--- config.mk ---
export PLATFORM = sky130hd
export DESIGN_NAME = step_sequencer
export DESIGN_NICKNAME = d
export VERILOG_FILES = /design/src/rtl/stepseq_pkg.sv /design/src/rtl/stepseq_restart.sv /design/src/rtl/stepseq_ring.sv /design/src/rtl/stepseq_lamps.sv /design/src/rtl/step_sequencer.sv
export SDC_FILE = /design/constraint.sdc
export NUM_CORES = 1
export LEC_CHECK = 0
export BUFFER_PORTS_ARGS = -buffer_cell sky130_fd_sc_hd__buf_4
export CELL_PAD_IN_SITES_DETAIL_PLACEMENT = 1
export CELL_PAD_IN_SITES_GLOBAL_PLACEMENT = 1
export CORE_MARGIN = 10
export CORE_UTILIZATION = 42
export CTS_CLUSTER_SIZE = 30
export DETAILED_ROUTE_END_ITERATION = 16
export PLACE_DENSITY = 0.92
export SYNTH_ARGS = -nofsm -noshare
export SYNTH_HDL_FRONTEND = slang
export SYNTH_SLANG_ARGS = --single-unit
--- constraint.sdc ---
create_clock -name clk -period 11.57 [get_ports clk]
set_clock_uncertainty 0.15 [all_clocks]
set_input_delay 2.314 -clock clk [delete_from_list [all_inputs] [get_ports clk]]
set_output_delay 2.314 -clock clk [all_outputs]
set_load 0.05 [all_outputs]
--- src/rtl/stepseq_pkg.sv ---
`timescale 1ns/1ps
package stepseq_pkg;

  // Length codes outside 1..steps select the full cycle.
  function automatic int unsigned clamp_len(int unsigned raw, int unsigned steps);
    if (raw == 0 || raw > steps) return steps;
    return raw;
  endfunction

  // Default indicator assignment: step s lights indicator s mod lamps.
  function automatic int unsigned lamp_of_step(int unsigned s, int unsigned lamps);
    return s % lamps;
  endfunction

endpackage

--- src/rtl/stepseq_restart.sv ---
`timescale 1ns/1ps
module stepseq_restart #(
  parameter int NUM_STEPS = 10,
  parameter int LEN_W     = 4
) (
  input  logic [NUM_STEPS-1:0] step_i,
  input  logic [LEN_W-1:0]     len_i,
  output logic                 at_last_o,
  output logic                 beyond_o
);
  import stepseq_pkg::*;

  int unsigned             eff_len;
  logic [NUM_STEPS-1:0]    last_mask;
  logic [NUM_STEPS-1:0]    over_mask;

  always_comb begin
    eff_len = clamp_len(int'(len_i), NUM_STEPS);
    for (int i = 0; i < NUM_STEPS; i++) begin
      last_mask[i] = (i == int'(eff_len) - 1);
      over_mask[i] = (i >  int'(eff_len) - 1);
    end
  end

  assign at_last_o = |(step_i & last_mask);
  assign beyond_o  = |(step_i & over_mask);

endmodule

--- src/rtl/stepseq_ring.sv ---
`timescale 1ns/1ps
module stepseq_ring #(
  parameter int NUM_STEPS = 10
) (
  input  logic                 clk,
  input  logic                 rst,
  input  logic                 freeze,
  input  logic                 at_last,
  input  logic                 beyond,
  output logic [NUM_STEPS-1:0] state_o
);
  localparam logic [NUM_STEPS-1:0] FIRST = {{(NUM_STEPS-1){1'b0}}, 1'b1};

  logic [NUM_STEPS-1:0] state_q;
  logic                 legal;
  logic                 hold_ev;
  logic                 wrap_ev;

  assign legal   = ($countones(state_q) == 1);
  assign hold_ev = freeze && !beyond;
  assign wrap_ev = (at_last || beyond) && !hold_ev;

  always_ff @(posedge clk or posedge rst) begin
    if (rst)           state_q <= FIRST;
    else if (!legal)   state_q <= FIRST;
    else if (hold_ev)  state_q <= state_q;
    else if (wrap_ev)  state_q <= FIRST;
    else               state_q <= state_q << 1;
  end

  assign state_o = state_q;


  p_one_hot_r1: assert property (@(posedge clk) disable iff (rst)
    $countones(state_q) == 1);


  p_freeze_hold_r6: assert property (@(posedge clk) disable iff (rst)
    (freeze && !beyond && legal) |=> $stable(state_q));


  p_advance_r3: assert property (@(posedge clk) disable iff (rst)
    (!freeze && !at_last && !beyond && legal) |=> state_q == ($past(state_q) << 1));


  p_restart_r4: assert property (@(posedge clk) disable iff (rst)
    ((at_last && !freeze) || beyond) |=> state_q == FIRST);

endmodule

--- src/rtl/stepseq_lamps.sv ---
`timescale 1ns/1ps
module stepseq_lamps #(
  parameter int NUM_STEPS = 10,
  parameter int NUM_LAMPS = 6,
  parameter logic [NUM_LAMPS*NUM_STEPS-1:0] LAMP_MAP = '0
) (
  input  logic [NUM_STEPS-1:0] step_i,
  output logic [NUM_LAMPS-1:0] lamp_o
);
  import stepseq_pkg::*;

  localparam bit USE_MOD = (LAMP_MAP == '0);

  function automatic logic [NUM_STEPS-1:0] col_mask(int j);
    logic [NUM_STEPS-1:0] m;
    for (int s = 0; s < NUM_STEPS; s++) begin
      if (USE_MOD) m[s] = (lamp_of_step(s, NUM_LAMPS) == j);
      else         m[s] = LAMP_MAP[j*NUM_STEPS + s];
    end
    return m;
  endfunction

  for (genvar j = 0; j < NUM_LAMPS; j++) begin : g_lamp
    localparam logic [NUM_STEPS-1:0] MASK = col_mask(j);
    assign lamp_o[j] = |(step_i & MASK);
  end

endmodule

--- src/rtl/step_sequencer.sv ---
`timescale 1ns/1ps
module step_sequencer #(
  parameter int NUM_STEPS = 10,
  parameter int NUM_LAMPS = 6,
  parameter int LEN_W     = $clog2(NUM_STEPS + 1),
  parameter logic [NUM_LAMPS*NUM_STEPS-1:0] LAMP_MAP = '0
) (
  input  logic                 clk,
  input  logic                 rst,
  input  logic                 freeze,
  input  logic [LEN_W-1:0]     cyc_len,
  output logic [NUM_STEPS-1:0] step_o,
  output logic [NUM_LAMPS-1:0] lamp_o
);

  logic [NUM_STEPS-1:0] state;
  logic                 at_last;
  logic                 beyond;

  stepseq_restart #(.NUM_STEPS(NUM_STEPS), .LEN_W(LEN_W)) u_restart (
    .step_i    (state),
    .len_i     (cyc_len),
    .at_last_o (at_last),
    .beyond_o  (beyond)
  );

  stepseq_ring #(.NUM_STEPS(NUM_STEPS)) u_ring (
    .clk     (clk),
    .rst     (rst),
    .freeze  (freeze),
    .at_last (at_last),
    .beyond  (beyond),
    .state_o (state)
  );

  stepseq_lamps #(.NUM_STEPS(NUM_STEPS), .NUM_LAMPS(NUM_LAMPS), .LAMP_MAP(LAMP_MAP)) u_lamps (
    .step_i (state),
    .lamp_o (lamp_o)
  );

  assign step_o = state;

  // with the default map exactly one indicator follows the single step
  p_lamp_single_r8: assert property (@(posedge clk) disable iff (rst)
    (LAMP_MAP != '0) || ($countones(lamp_o) == 1));

endmodule

==> run metrics <==
top cells by area, synth=dfrtp_1 18%, ha_1 13%, fa_1 9.5%; Power Total=about 0.25 mW; DRT iter0 DRCs=86; run status=finished clean; largest delay contributor family on the critical path=compound AO/OA/AOI/OAI gates; Synth Warn #=0; Critical Path RT=between 10 and 15 ns; WP buf/inv=3; Area Growth Syn to Fin=16.8%; max cap viols=0; mux cell area share after synthesis=0.795%; Seq/Total Area, Yosys=between 10% and 20%; Avg WL per Cell=21.3 um; worst IR drop on VDD=approximately 0.00014 V; main combinational cell family by area after synthesis=compound AO/OA/AOI/OAI gates; H-tree Lvls=1; fin crit share=between 40% and 50%; cts bufs inserted=3; Final Routed Wirelength=roughly 4200 um; Post-Syn Area=1260 um2; PortBufs=22; Top Ports=23; Avg Inst Size Synth=approximately 8.6 um2; xor/xnor share of the synthesized area=under 10%; clock sink total=10; hold slack=approximately 0.54 ns; multi-input logic area=862 um2; drt pass-1 iters=4; Die ar.=around 5600 um2; pwr/cell area=171 nW/um2; initial antenna violation count=0; Slew HR=roughly 57%; Hold Buf Count CTS=0; Vias/cell=approximately 6.1; crit start category=input port; measured slew at the worst slew-check pin=around 0.64 ns; Post-Syn Instances=between 100 and 150; Placeable Area=2810 um2; setup_tns=0 ns; # diodes=0; Crit path top cell by count=inv_1; fin crit period=roughly 4.9 ns; Rows=19; vias in the first global route=roughly 1,400; worst hold-check path type=reg -> reg; placed wire-length estimate=between 3000 and 4000 um; synth unique cells=44; Synth area leader=dfrtp_1; adder-cell area share of the yosys netlist=22.5%; Crit. End Element=flop; Final Hold Vio Count=0; Worst-Skew Late Latency=about 0.28 ns; largest net degree at the start of global routing=12; most common cell in the netlist=inv_1; Initial Util=between 40% and 50%; total grt overflow=0; Die W=between 70 and 80 um; flop and latch count out of synthesis=10; Reg area=~250 um2; Commonest cells post-synth=30 x inv_1, 13 x ha_1, 11 x nand2_1, 10 x and2_1, 9 x dfrtp_1; vias=1,202; worst path cell trace=buf_4 -> a211o_1 -> inv_1 -> ha_1 -> inv_1 -> o41ai_1 -> a21oi_1 -> o221a_1 -> nor4_4 -> and2_1; Synth Flop Type=dfrtp_1; post-layout util=between 50% and 60%; post-cts resize count=0; max reg flops=10; routability cong.=a little under 0.9; Total GRT Usage=15.6%; DIE HEIGHT=about 75 um; RSZ-0062 raised after global routing=false; Lkg Pwr=0.727 nW; CTS tree=built; Post-CTS Setup Bufs=0; drc violations=0; max-slew violations=0; FMAX=just over 200 MHz; top-area cell type share of the netlist area=~18%; CP arrival=5.00 ns; Final ANT Viol Nets=0; number of synthesized flops with an enable pin=0; global-route wire length before repair=6760 um; layout cells sized above 1=around 23%; CP max-delay cell=o41ai_1; Synth Area in Compound Gates=between 20% and 30%; asr flop ratio synth=between 90% and 100%; deepest clock path buffer count=2; CP max stage delay=0.58 ns; total setup violations reported at the end of the flow=0; register clock-pin slew on the reported worst setup and hold paths=~0.07 ns; CTS root buffer=clkbuf_4; Final nets=~190; Mapped Nets=172; Max FO, Critical Path=10; simple-gate share of the synthesized area=between 10% and 20%; CP Class=in -> reg; Filler Cells Inserted=approximately 350
power by group:
| group | leakage [nW] | internal, mW | switching [mW] | total (mW) |
|---|---|---|---|---|
| combinational | 0.571 | 0.0561 | 0.110 | 0.166 |
| clock | 0.0210 | 0.0192 | 0.0140 | 0.0332 |
| sequential | 0.135 | 0.0415 | 0.00992 | 0.0515 |
| total | 0.727 | 0.117 | 0.134 | 0.251 |
cells by family after synthesis:
kind of cell               after synthesis
muxes                                    1
xor gates and xnor gates                 2
and+or+nand+nor                         39
adders and majority gates               19
AOI/OAI and AO/OA                       39
buffers and inverters                   36
DFF                                     10
through the flow:
stage               std cells  area (um2)  setup slack, ns
CTS                       198        1470             6.65
global placement          194        1430             6.58
detailed placement        194        1430             6.38
floorplan                 146        1260             6.84
finish                    198        1470             6.63
global route              198        1470             6.45
path summary, 6_finish.rpt:
check	startpoint	endpoint	slack, ns	depth (start not counted)
worst max-delay path	cyc_len[2]	u_ring.state_o[4]	6.63	10
worst min-delay path	u_ring.state_o[0]	u_ring.state_o[0]	0.54	2
worst max register to register	u_ring.state_o[0]	u_ring.state_o[4]	7.25	13
worst min register to register	u_ring.state_o[0]	u_ring.state_o[0]	0.54	2
max in group asynchronous	rst	u_ring.state_o[0]	9.10	2
min in group asynchronous	rst	u_ring.state_o[2]	1.86	2
area by class of cell:
class	count	share of cell area (%)
inverters	31	7.91
well taps	31	2.64
multi-input cells	100	58.6
repair buffers	22	11.2
flip-flops and latches	10	17.1
clock buffers	4	2.47
worst register-to-register path, cell delays in order, from the launching register on:
cell and delay (ns):
dfstp_2 0.64, ha_1 0.26, inv_1 0.08, fa_1 0.42, fa_1 0.52, inv_1 0.06, fa_1 0.44, fa_1 0.45
a211oi_1 0.21, nand2_1 0.08, a21oi_1 0.14, o2111ai_1 0.19, nor4_4 0.40, and2_1 0.21
routing by layer:
metal  GRT usage [%]  routed length (um)  vias up
li1                -                   -      550
met1            17.1                1670      596
met2            29.3                2280       44
met3            2.37                 184       12
met4            6.51                  89        0
met5               0                   0        -
layout by cell type, fill, tap and decap left out, drive strengths merged, types with 5 or more instances in the layout:
master	n
a21oi	5
o31ai	5
inv	31
dfrtp	9
o32ai	5
ha	13
nand2	11
buf	22
and2	10
fa	6
Note: power is estimated with default switching activity, not from simulation.
